File: src/rtl/vdma_pkg.sv
package vdma_pkg;
   localparam logic [3:0] OP_WRITE  = 4'h1;
   localparam logic [3:0] OP_SKIP   = 4'h2;
   localparam logic [3:0] OP_JUMP   = 4'h7;
   localparam logic [3:0] OP_SYNC   = 4'h8;
   localparam logic [3:0] OP_REGW   = 4'h9;
   localparam logic [3:0] OP_REGWB  = 4'hB;
   localparam logic [3:0] OP_CTLW   = 4'hD;

   localparam int F_CNT_INC = 16;
   localparam int F_CNT_CLR = 17;
   localparam int F_IRQ_A   = 24;
   localparam int F_IRQ_B   = 25;
   localparam int F_EOL     = 26;
   localparam int F_SOL     = 27;

   localparam int MAX_WORDS = 4;

   typedef enum logic [2:0] {
      S_IDLE, S_FETCH, S_EXEC, S_WRITE, S_SYNC, S_HALT
   } seq_state_e;
endpackage

File: src/rtl/vdma_decode.sv
module vdma_decode
   import vdma_pkg::*;
(
   input  logic [3:0] op,
   output logic [2:0] len,
   output logic       legal,
   output logic       is_write,
   output logic       is_jump,
   output logic       is_sync,
   output logic       is_reg,
   output logic       full_mask
);
   always_comb begin
      len       = 3'd1;
      legal     = 1'b1;
      is_write  = 1'b0;
      is_jump   = 1'b0;
      is_sync   = 1'b0;
      is_reg    = 1'b0;
      full_mask = 1'b1;
      case (op)
         OP_WRITE: begin len = 3'd2; is_write = 1'b1; end
         OP_JUMP:  begin len = 3'd2; is_jump  = 1'b1; end
         OP_SYNC:  is_sync = 1'b1;
         OP_SKIP:  ;
         OP_REGW, OP_REGWB: begin len = 3'd3; is_reg = 1'b1; end
         OP_CTLW:  begin len = 3'd4; is_reg = 1'b1; full_mask = 1'b0; end
         default:  legal = 1'b0;
      endcase
   end
endmodule

File: src/rtl/vdma_wordbuf.sv
module vdma_wordbuf #(
   parameter int WORDS = 4,
   parameter int DW    = 32,
   localparam int IDX_W = (WORDS > 1) ? $clog2(WORDS) : 1
) (
   input  logic                       clk,
   input  logic                       rst_n,
   input  logic                       load,
   input  logic [IDX_W-1:0]           idx,
   input  logic [DW-1:0]              din,
   output logic [WORDS-1:0][DW-1:0]   words
);
   for (genvar g = 0; g < WORDS; g++) begin : g_word
      always_ff @(posedge clk or negedge rst_n) begin
         if (!rst_n)
            words[g] <= '0;
         else if (load && (idx == IDX_W'(g)))
            words[g] <= din;
      end
   end
endmodule

File: src/rtl/vdma_events.sv
module vdma_events #(
   parameter int CNT_W = 16
) (
   input  logic             clk,
   input  logic             rst_n,
   input  logic             fire,
   input  logic             do_inc,
   input  logic             do_clr,
   input  logic             want_a,
   input  logic             want_b,
   output logic [CNT_W-1:0] cnt,
   output logic             irq_a,
   output logic             irq_b
);
   always_ff @(posedge clk or negedge rst_n) begin
      if (!rst_n) begin
         cnt   <= '0;
         irq_a <= 1'b0;
         irq_b <= 1'b0;
      end else begin
         irq_a <= fire & want_a;
         irq_b <= fire & want_b;
         if (fire) begin
            if (do_clr)
               cnt <= '0;
            else if (do_inc)
               cnt <= cnt + 1'b1;
         end
      end
   end

   assert_cnt_step_R7: assert property (@(posedge clk) disable iff (!rst_n)
      (cnt != $past(cnt)) |-> ((cnt == $past(cnt) + 1'b1) || (cnt == '0)));

   assert_irq1_pulse_R8: assert property (@(posedge clk) disable iff (!rst_n)
      irq_a |=> !irq_a);

   assert_irq2_pulse_R8: assert property (@(posedge clk) disable iff (!rst_n)
      irq_b |=> !irq_b);
endmodule

File: src/rtl/vdma_seq.sv
module vdma_seq
   import vdma_pkg::*;
#(
   parameter int AW     = 32,
   parameter int CNT_W  = 16,
   parameter int LINE_W = 10
) (
   input  logic              clk,
   input  logic              rst_n,
   input  logic              go,
   input  logic [AW-1:0]     prog_addr,
   output logic              fetch_req,
   output logic [AW-1:0]     fetch_addr,
   input  logic              fetch_valid,
   input  logic [31:0]       fetch_data,
   output logic              wr_req,
   output logic [AW-1:0]     wr_addr,
   output logic [11:0]       wr_bytes,
   output logic              wr_sol,
   output logic              wr_eol,
   input  logic              wr_done,
   output logic              reg_we,
   output logic [31:0]       reg_addr,
   output logic [31:0]       reg_data,
   output logic [31:0]       reg_mask,
   input  logic [LINE_W-1:0] line_num,
   output logic              irq1,
   output logic              irq2,
   output logic [CNT_W-1:0]  xfer_cnt,
   output logic              err
);
   localparam int IDX_W = $clog2(MAX_WORDS);

   if (AW < 8 || AW > 32) begin : g_bad_aw
      $error("vdma_seq: AW must lie in 8..32");
   end
   if (CNT_W < 2 || CNT_W > 32) begin : g_bad_cnt
      $error("vdma_seq: CNT_W must lie in 2..32");
   end
   if (LINE_W < 1 || LINE_W > 12) begin : g_bad_line
      $error("vdma_seq: LINE_W must lie in 1..12");
   end

   seq_state_e                   st;
   logic [AW-1:0]                pc;
   logic [IDX_W-1:0]             idx;
   logic [2:0]                   len_q;
   logic                         err_q;
   logic [MAX_WORDS-1:0][31:0]   words;

   logic [3:0] dec_op;
   logic [2:0] dec_len;
   logic       dec_legal, dec_write, dec_jump, dec_sync, dec_reg, dec_full;
   logic       first_word, last_word, line_hit, fire;
   logic [2:0] cur_len;

   assign first_word = (idx == '0);
   assign dec_op     = (st == S_FETCH && first_word) ? fetch_data[31:28] : words[0][31:28];

   vdma_decode u_dec (
      .op        (dec_op),
      .len       (dec_len),
      .legal     (dec_legal),
      .is_write  (dec_write),
      .is_jump   (dec_jump),
      .is_sync   (dec_sync),
      .is_reg    (dec_reg),
      .full_mask (dec_full)
   );

   vdma_wordbuf #(.WORDS(MAX_WORDS), .DW(32)) u_buf (
      .clk   (clk),
      .rst_n (rst_n),
      .load  (st == S_FETCH && fetch_valid),
      .idx   (idx),
      .din   (fetch_data),
      .words (words)
   );

   assign cur_len   = first_word ? dec_len : len_q;
   assign last_word = ({1'b0, idx} + 3'd1) == cur_len;
   assign line_hit  = (line_num == words[0][LINE_W-1:0]);

   always_ff @(posedge clk or negedge rst_n) begin
      if (!rst_n) begin
         st    <= S_IDLE;
         pc    <= '0;
         idx   <= '0;
         len_q <= 3'd1;
         err_q <= 1'b0;
      end else begin
         case (st)
            S_IDLE: if (go) begin
               pc  <= prog_addr;
               idx <= '0;
               st  <= S_FETCH;
            end
            S_FETCH: if (fetch_valid) begin
               if (first_word && !dec_legal) begin
                  st    <= S_HALT;
                  err_q <= 1'b1;
               end else begin
                  pc <= pc + AW'(4);
                  if (first_word)
                     len_q <= dec_len;
                  if (last_word) begin
                     idx <= '0;
                     st  <= S_EXEC;
                  end else begin
                     idx <= idx + 1'b1;
                  end
               end
            end
            S_EXEC: begin
               if (dec_write)
                  st <= S_WRITE;
               else if (dec_sync)
                  st <= S_SYNC;
               else begin
                  if (dec_jump)
                     pc <= words[1][AW-1:0];
                  st <= S_FETCH;
               end
            end
            S_WRITE: if (wr_done) st <= S_FETCH;
            S_SYNC:  if (line_hit) st <= S_FETCH;
            default: st <= st;
         endcase
      end
   end

   assign fire = (st == S_EXEC && !dec_write && !dec_sync)
              || (st == S_WRITE && wr_done)
              || (st == S_SYNC && line_hit);

   vdma_events #(.CNT_W(CNT_W)) u_evt (
      .clk    (clk),
      .rst_n  (rst_n),
      .fire   (fire),
      .do_inc (words[0][F_CNT_INC]),
      .do_clr (words[0][F_CNT_CLR]),
      .want_a (words[0][F_IRQ_A]),
      .want_b (words[0][F_IRQ_B]),
      .cnt    (xfer_cnt),
      .irq_a  (irq1),
      .irq_b  (irq2)
   );

   assign fetch_req  = (st == S_FETCH);
   assign fetch_addr = pc;
   assign wr_req     = (st == S_WRITE);
   assign wr_addr    = words[1][AW-1:0];
   assign wr_bytes   = words[0][11:0];
   assign wr_sol     = words[0][F_SOL];
   assign wr_eol     = words[0][F_EOL];
   assign reg_we     = (st == S_EXEC) && dec_reg;
   assign reg_addr   = words[1];
   assign reg_data   = words[2];
   assign reg_mask   = dec_full ? '1 : words[3];
   assign err        = err_q;

   logic unused_bits;
   assign unused_bits = ^{words[0][23:18], words[0][15:12], words[1]};

   assert_fetch_hold_R2: assert property (@(posedge clk) disable iff (!rst_n)
      (fetch_req && !fetch_valid) |=> (fetch_req && $stable(fetch_addr)));

   assert_wr_hold_R3: assert property (@(posedge clk) disable iff (!rst_n)
      (wr_req && !wr_done) |=> (wr_req && $stable(wr_addr) && $stable(wr_bytes)));

   assert_no_fetch_in_write_R3: assert property (@(posedge clk) disable iff (!rst_n)
      wr_req |-> !fetch_req);

   assert_reg_pulse_R5: assert property (@(posedge clk) disable iff (!rst_n)
      reg_we |=> !reg_we);

   assert_sync_stall_R6: assert property (@(posedge clk) disable iff (!rst_n)
      (st == S_SYNC && !line_hit) |=> !fetch_req);

   assert_err_sticky_R9: assert property (@(posedge clk) disable iff (!rst_n)
      err |=> (err && !fetch_req));
endmodule

File: config.mk
export PLATFORM = sky130hd
export DESIGN_NAME = vdma_seq
export DESIGN_NICKNAME = d
export VERILOG_FILES = /design/src/rtl/vdma_pkg.sv /design/src/rtl/vdma_decode.sv /design/src/rtl/vdma_wordbuf.sv /design/src/rtl/vdma_events.sv /design/src/rtl/vdma_seq.sv
export SDC_FILE = /design/constraint.sdc
export NUM_CORES = 1
export LEC_CHECK = 0
export BUFFER_PORTS_ARGS = -buffer_cell sky130_fd_sc_hd__buf_2
export CAP_MARGIN = 15
export CORE_UTILIZATION = 53
export DETAILED_ROUTE_END_ITERATION = 6
export PLACE_DENSITY = 0.81
export SLEW_MARGIN = 20
export SYNTH_ARGS = -nofsm -noshare
export SYNTH_HDL_FRONTEND = slang
export SYNTH_SLANG_ARGS = --single-unit
export TNS_END_PERCENT = 5
File: constraint.sdc
create_clock -name clk -period 3.2 [get_ports clk]
set_input_delay 0.32 -clock clk [delete_from_list [all_inputs] [get_ports clk]]
set_output_delay 0.32 -clock clk [all_outputs]
set_load 0.05 [all_outputs]
==> flow_summary_export.csv, run 1 <==
group,metric,value,unit
floorplan,die_area,18600,µm²
grt,antenna_found_initial,0,
cts,cts_buffers,17,
power_and_ir_drop,p_leak,5.52,nW
synth,synthFlopType,"dfrtp_1",
finish,final_cells,1299,
sta,clock_skew,9.94,ps
run,cap_violations,0,
power_and_ir_drop,finalPower,13.0,mW
critical_path,crit_type,"reg -> out",
synth,synth-edff-count,0,
floorplan,die_x,136,µm
cts,cts_tree,"built",
critical_path,cp.required,2880,ps
cts,clockBufferDepth,2,
synth,netlist-cell-type-count,63,
drt,drc,0,
floorplan,initial_core_util,0.547,
synth,netlist_instances,910,
sta,whs,144,ps
sta,rsz0062_at_grt,"true",
critical_path,crit_end,"reg_mask[4]",
critical_path,worst_setup_path_start_kind,"register",
critical_path,crit_chain,"inv_1, ha_2, and4bb_4, o21ai_4, nand2b_1, buf_2",
critical_path,r2r_start,"u_buf.words[8]$_DFFE_PN0P_",
critical_path,critPathMaxStageDelay,820,ps
grt,grt_first_pass_wirelength,38.8,mm
drt,via_per_inst,5.72,
grt,globalRoute.totalOverflow,0,
critical_path,crit_start,"idx[0]$_DFFE_PN0P_",
synth,yosys.area.top_type,"dfrtp_1",
synth,ys_ff_latch,177,
floorplan,rows,48,
critical_path,timing.critical_path.buf_inv,2,
sta,finalSetupViolCount,0,
min_path,hold_class,"in -> reg",
run_status,status,"finished, final reports clean",
cts,cts_root_buf,"clkbuf_16",
grt,grt_pass1_vias,7123,
critical_path,arrival,2720,ps
grt,grt_use_total,0.276,
sta,maxSlewHeadroom,0.291,
synth,ys_top_cells_by_area,"dfrtp_1, mux2_2, buf_4, o21ai_0, nand2b_1",
sta,tightest_slew,1060,ps
place,place_congestion,0.872,
cts,clk-insertion-delay-late,440,ps
synth,async_reset_ff_frac,1.00,
place,port_buffers,274,
sta,post-route-period-util,0.948,
sta,hold_viol,0,
finish,final_nets,1146,
finish,layout-area-overhead-vs-synth,15.3,%
cts,clkSlewWorstSetupHoldPaths,70,ps
sta,report.final.slew_viol_count,0,
power_and_ir_drop,irDropWorstVdd,772,µV
synth,yosysSeqAreaShare,0.463,
critical_path,rr_endpoint,"idx[0]$_DFFE_PN0P_",
critical_path,path_depth,6,
place,dp_hpwl,17.5,mm
cts,cts_sinks,177,
power_and_ir_drop,p_per_area,1180,nW/µm²
synth,synth_top_area_frac,0.461,
synth,synth_nets,995,
critical_path,end_kind,"primary output",
critical_path,r2r_slack,680,ps
finish,num_antenna_cells,0,
floorplan,core-area,17500,µm²
synth,synth_area_per_cell,10.5,µm²
synth,synthTopCellsByCount,"dfrtp_1, mux2_2, buf_4",
grt,grt_max_degree,79,
drt,antenna_left,0,
critical_path,cp_slowest_cell,"o21ai_4",
sta,fmax,329,MHz
finish,layout-drive-gt1-share,0.432,
place,dp.cells,1266,
sta,min_period,3040,ps
synth,yosysMostFrequentCell,"dfrtp_1",
synth,ys_warn_count,0,
drt,wl_per_cell,19.1,µm
critical_path,crit_family,"compound AO/OA/AOI/OAI gates",
floorplan,io_pins,275,
drt,drt_iter0_drc,436,
critical_path,reg2reg_depth,6,
cts,htreeDepth,4,
drt,dr.pass1.iters,5,
drt,num_vias,7431,
critical_path,crit_path_max_fanout,32,
drt,routed_wl,24.8,mm
synth,syn-cell-area,9560,µm²
floorplan,dieHeight,136,µm
cells by family (layout without fill, tap and decap cells):
logic type / Yosys count / after routing / synth area share
adder cells (fa/ha/maj): 6 / 6 / 0.00785
multiplexers: 125 / 125 / 0.146
AND/OR/NAND/NOR: 233 / 233 / 0.132
buffers and inverters: 171 / 335 / 0.113
XOR/XNOR: 23 / 23 / 0.0211
AO/OA/AOI/OAI: 175 / 175 / 0.116
flip-flops: 177 / 177 / 0.463
state kept, by name (all words and copies together) (netlist names):
name / cells
u_evt.irq_a: 1
u_evt.irq_b: 1
fetch_addr: 32
st: 3
err: 1
idx: 2
u_buf.words: 118
u_evt.cnt: 16
len_q: 3
routing by layer:
| layer | GRT usage | up-vias | routed length, µm |
|---|---|---|---|
| met5 | 0 | - | 0 |
| met1 | 0.360 | 3658 | 10700 |
| met4 | 0.0821 | 0 | 405 |
| met2 | 0.455 | 298 | 12200 |
| li1 | - | 3442 | - |
| met3 | 0.0652 | 33 | 1550 |
per-stage QoR:
step	setup slack (ps)	util	cell area, µm²	setup TNS (ps)
global route	-20.5	0.631	11000	-26.2
CTS	44.9	0.631	11000	0
global placement	456	0.595	10400	0
finish	165	0.631	11000	0
detailed placement	364	0.595	10400	0
floorplan	593	-	9560	0
worst min-delay path by stage:
stage,from,to,slack [ps],cells after the start
after global placement,rst_n,u_buf.words[88]$_DFFE_PN0P_,400,1
after detailed placement,rst_n,u_evt.irq_a$_DFF_PN0_,400,1
after floorplan,rst_n,err$_DFFE_PN0P_,20,0
final,fetch_data[22],u_buf.words[54]$_DFFE_PN0P_,140,2
after CTS,fetch_data[13],u_buf.words[77]$_DFFE_PN0P_,130,2
after global routing,fetch_data[14],u_buf.words[46]$_DFFE_PN0P_,130,2
final cells by class:
cell class	count	area [µm²]
Fill cell	1448	6450
Timing Repair Buffer	290	1550
Clock buffer	22	484
Sequential cell	177	4430
Multi-Input combinational cell	562	4110
Tap cell	225	282
Clock inverter	10	125
Inverter	13	48.8
layout by cell type (no fill, tap or decap), types with 5 or more instances in the layout:
cell type  instances
a21oi_1           29
a221oi_1          15
a22o_1            11
a22oi_1            8
a31oi_1           14
and4_1             5
buf_2            273
buf_4             11
clkbuf_16         17
dfrtp_1          175
ha_1               5
inv_1             12
mux2_2           119
mux2i_1            6
nand2_1           56
nand2b_1          35
nand3_1           20
nand3_2            5
nand4_1            6
nor2_1            35
nor2b_1            9
nor3_1            22
nor4_1            11
o21ai_0           68
o31a_1             5
xnor2_1            7
xor2_1            16
timing repair:
| item | in CTS | in global routing |
|---|---|---|
| hold endpoints to repair | 75 | 0 |
| buffers inserted | 0 | 0 |
| pin swaps | 1 | 0 |
| endpoints found under the setup margin | 32 | 32 |
| resized for setup | 2 | 1 |
| hold buffers | 1 | 0 |
where the power goes:
part	total (mW)	internal [mW]	switching, mW
clock	2.16	1.24	0.919
combinational	6.94	1.80	5.14
sequential	3.93	3.00	0.928
No activity file was read; power rests on OpenSTA's default activity.
==> run 2: changes to the inputs <==
--- a/constraint.sdc
+++ b/constraint.sdc
@@ -3,2 +3,2 @@
 set_output_delay 0.32 -clock clk [all_outputs]
-set_load 0.05 [all_outputs]
+set_load 0.02 [all_outputs]
==> flow_summary_export.csv, run 2 (synthesis results as in run 1) <==
group,metric,value,unit
run_status,status,"finished, final reports clean",
sta,tightest_slew,1090,ps
cts,clkSlewWorstSetupHoldPaths,70,ps
drt,route.met3.wl,1.36,mm
sta,min_period,2990,ps
critical_path,r2r_slack,500,ps
floorplan,initial_core_util,0.547,
finish,layout-drive-gt1-share,0.432,
grt,grt_max_degree,68,
grt,grt_pass1_vias,6963,
drt,routed_wl,24.1,mm
drt,antenna_left,0,
place,placed_area,10400,µm²
floorplan,io_pins,275,
place,port_buffers,274,
floorplan,die_area,18600,µm²
grt,grt_use_total,0.265,
finish,largest_register_ffs,118,
cts,cts_tree,"built",
cts,cts_sinks,177,
drt,met2_length,11.7,mm
critical_path,crit_path_max_fanout,32,
power_and_ir_drop,irDropWorstVdd,596,µV
sta,maxSlewHeadroom,0.274,
place,dp.cells,1265,
drt,drc,0,
critical_path,crit_type,"reg -> out",
drt,wl_met1,10.5,mm
drt,drt_iter0_drc,381,
sta,finalSetupTns,0,ps
finish,utilization,0.630,
cts,post_cts_buffers,0,
sta,hold_viol,0,
finish,largest_register,"u_buf.words",
sta,report.final.slew_viol_count,0,
cts,cts_root_buf,"clkbuf_16",
grt,grt_first_pass_wirelength,37.4,mm
power_and_ir_drop,p_per_area,974,nW/µm²
critical_path,arrival,2670,ps
sta,post-route-period-util,0.935,
drt,dr.pass1.iters,6,
critical_path,worst_setup_path_start_kind,"register",
grt,globalRoute.totalOverflow,0,
cts,htreeDepth,4,
place,place_worst_setup_slack,377,ps
floorplan,dieHeight,136,µm
drt,highest_layer,"met4",
finish,stdcell_area,11000,µm²
finish,final_nets,1145,
drt,via_per_inst,5.67,
place,place_congestion,0.882,
critical_path,cp.required,2880,ps
floorplan,die_x,136,µm
finish,final_cells,1299,
cts,clockBufferDepth,2,
place,dp_hpwl,17.2,mm
drt,num_vias,7371,
sta,finalSetupViolCount,0,
sta,whs,153,ps
power_and_ir_drop,p_leak,5.51,nW
power_and_ir_drop,finalPower,10.7,mW
finish,final_cell_mix,"buf_2, dfrtp_1, mux2_2",
floorplan,core-area,17500,µm²
cts,cts_buffers,17,
grt,antenna_found_initial,1,
finish,layout-area-overhead-vs-synth,15.2,%
cts,clk-insertion-delay-late,430,ps
run,cap_violations,0,
min_path,hold_class,"in -> reg",
finish,layout_commonest_cell,"buf_2",
drt,wl_per_cell,18.6,µm
sta,clock_skew,10.8,ps
sta,fmax,334,MHz
sta,rsz0062_at_grt,"false",
sta,layout_setup_ws,207,ps
critical_path,end_kind,"primary output",
floorplan,rows,48,
## run 2: cell count changes in the layout (fill, tap and decap cells not counted), sizes merged
| cell | previous run | this run |
|---|---|---|
| buf | 289 | 288 |
| clkinv | 3 | 5 |
| diode | 0 | 1 |
| clkbuf | 22 | 18 |
| inv | 15 | 17 |
## run 2: per-layer routing
metal  track usage  vias up
met5             0        -
li1              -     3437
met4        0.0846        0
met3        0.0567       38
met2         0.437      266
met1         0.347     3630
## run 2: worst paths after layout
path / endpoint / startpoint / depth (start not counted)
min in group asynchronous: u_buf.words[88]$_DFFE_PN0P_ / rst_n / 2
setup reg to reg: fetch_addr[14]$_DFFE_PN0P_ / st[0]$_DFFE_PN0P_ / 6
max in group asynchronous: fetch_addr[19]$_DFFE_PN0P_ / rst_n / 3
hold reg to reg: err$_DFFE_PN0P_ / err$_DFFE_PN0P_ / 1
hold / removal: u_buf.words[78]$_DFFE_PN0P_ / fetch_data[14] / 2
setup / recovery: reg_mask[23] / idx[0]$_DFFE_PN0P_ / 6
## run 2: repair_timing
item,4_1_cts,5_1_grt
endpoints found under the setup margin,32,32
gates resized for setup,1,2
hold buffers,1,0
endpoints found under the hold margin,64,0
pin swaps,1,0
## run 2: power by group
part	leakage, nW	internal, mW	switching [mW]	total, mW
clock	0.279	1.16	0.930	2.09
combinational	2.97	1.79	2.92	4.71
sequential	2.26	3.00	0.922	3.92
total	5.51	5.95	4.77	10.7
## run 2: layout make-up
cell class | instances | area, µm²
fill | 1417 | 6460
sequential | 177 | 4430
multi-input combinational | 562 | 4110
timing repair buffer | 289 | 1560
clock buffer | 18 | 429
tap | 225 | 282
clock inverter | 14 | 156
inverter | 13 | 48.8
antenna | 1 | 2.50
## run 2: worst max-delay path, stage by stage (launching register included)
cell,delay (ps)
dfrtp_2,420
inv_1,90
ha_2,250
and4bb_4,270
o21ai_4,830
nand2b_1,150
buf_2,210
==> run 3: changes to the inputs <==
Settings changed: HOLD_SLACK_MARGIN set to 0.02, PLACE_DENSITY 0.81 to 0.85.
==> flow_summary_export.csv, run 3 (synthesis results as in run 1) <==
group,metric,value,unit
cts,htreeDepth,4,
finish,layout-area-overhead-vs-synth,15.0,%
sta,maxSlewHeadroom,0.337,
grt,grt_max_degree,66,
sta,rsz0062_at_grt,"false",
cts,cts_buffers,17,
finish,nFillCells,1390,
floorplan,core-area,17500,µm²
finish,largest_register_ffs,118,
sta,finalSetupViolCount,0,
grt,grt_pass1_vias,7131,
finish,final_cell_mix,"buf_2, dfrtp_1, mux2_2",
critical_path,cp.required,2880,ps
sta,post-route-period-util,0.951,
sta,report.final.slew_viol_count,0,
sta,hold_viol,0,
grt,grt_first_pass_wirelength,39.0,mm
run_status,status,"finished, final reports clean",
floorplan,die_area,18600,µm²
finish,seqCellArea,4430,µm²
grt,antenna_found_initial,0,
cts,post_cts_buffers,0,
critical_path,crit_path_max_fanout,21,
floorplan,rows,48,
floorplan,dieHeight,136,µm
drt,drt_iter0_drc,517,
drt,drc,0,
drt,dr.pass1.iters,5,
cts,clockBufferDepth,2,
drt,antenna_left,0,
cts,cts_tree,"built",
drt,routed_wl,25.3,mm
finish,final_nets,1143,
sta,clock_skew,9.72,ps
place,dp_hpwl,17.8,mm
min_path,hold_class,"in -> reg",
drt,num_vias,7511,
drt,wl_per_cell,19.5,µm
place,placed_area,10400,µm²
sta,fmax,329,MHz
run,cap_violations,0,
sta,min_period,3040,ps
finish,largest_register,"u_buf.words",
floorplan,initial_core_util,0.547,
finish,layout_commonest_cell,"buf_2",
cts,clkSlewWorstSetupHoldPaths,70,ps
power_and_ir_drop,p_per_area,992,nW/µm²
critical_path,end_kind,"primary output",
critical_path,worst_setup_path_start_kind,"register",
power_and_ir_drop,irDropWorstVdd,597,µV
critical_path,crit_type,"reg -> out",
drt,via_per_inst,5.80,
grt,globalRoute.totalOverflow,0,
cts,cts_resized,0,
finish,multi_input_area,4100,µm²
sta,tightest_slew,993,ps
critical_path,arrival,2720,ps
cts,clk-insertion-delay-late,430,ps
power_and_ir_drop,p_leak,5.51,nW
place,place_congestion,0.912,
finish,stdcell_area,11000,µm²
finish,num_antenna_cells,0,
cts,cts_root_buf,"clkbuf_16",
floorplan,die_x,136,µm
finish,layout-drive-gt1-share,0.430,
sta,finalSetupTns,0,ps
cts,cts_sinks,177,
floorplan,io_pins,275,
grt,grt_use_total,0.276,
place,port_buffers,274,
run 3: changes by cell type in the layout (fill, tap and decap cells not counted), sizes merged:
cell,change
clkbuf,-1
clkinv,-2
inv,+3
buf,-2
bufinv,+1
clkinvlp,-1
diode,-1
run 3: worst max-delay path, cell delays in order, from the launching register on:
cell      delay, ps
dfrtp_1         460
inv_1           140
ha_1            360
and4bb_2        470
nand2_1         150
o21ai_4         190
buf_12          240
nand2b_1         90
buf_2           160
run 3: path summary, 6_finish.rpt:
| path | start | end | slack, ps | cells past startpoint |
|---|---|---|---|---|
| worst max-delay path | idx[0]$_DFFE_PN0P_ | reg_mask[2] | 160 | 8 |
| min in group asynchronous | rst_n | u_evt.cnt[11]$_DFFE_PN0P_ | 430 | 2 |
| worst max register to register | idx[0]$_DFFE_PN0P_ | fetch_addr[13]$_DFFE_PN0P_ | 360 | 7 |
| max in group asynchronous | rst_n | u_buf.words[30]$_DFFE_PN0P_ | 1880 | 3 |
| worst min register to register | err$_DFFE_PN0P_ | err$_DFFE_PN0P_ | 490 | 1 |
| worst min-delay path | fetch_data[12] | u_buf.words[108]$_DFFE_PN0P_ | 150 | 2 |
run 3: routing by layer:
layer,GRT usage,wire length (µm)
met4,0.0827,363
met5,0,0
met3,0.0585,1720
met2,0.455,12500
met1,0.364,10700
run 3: layout make-up:
class,instances,share of cell area
tap,225,0.0256
multi-input combinational,562,0.373
timing repair buffer,287,0.138
inverter,13,0.00444
sequential,177,0.403
clock inverter,15,0.0176
clock buffer,17,0.0387
run 3: power by group:
group          switching [mW]  total [mW]  internal, mW
logic                    2.95        4.73          1.78
registers               0.945        3.94          3.00
clock network           0.971        2.23          1.25
run 3: through the flow:
step                      std cells  power [mW]  worst slack (ps)   util  hold WS [ps]
after global routing           1296        11.5              19.2  0.629           153
after detailed placement       1263        8.66               485  0.593           336
after global placement         1263        8.50               567  0.593           334
after floorplan                 910        7.69               752      -          24.4
after CTS                      1296        10.9               150  0.629           141
final                          1296        10.9               157  0.629           152
run 3: repair_timing:
item,CTS,global route
hold buffers,1,0
endpoints found under the hold margin,58,0
endpoints found under the setup margin,0,0
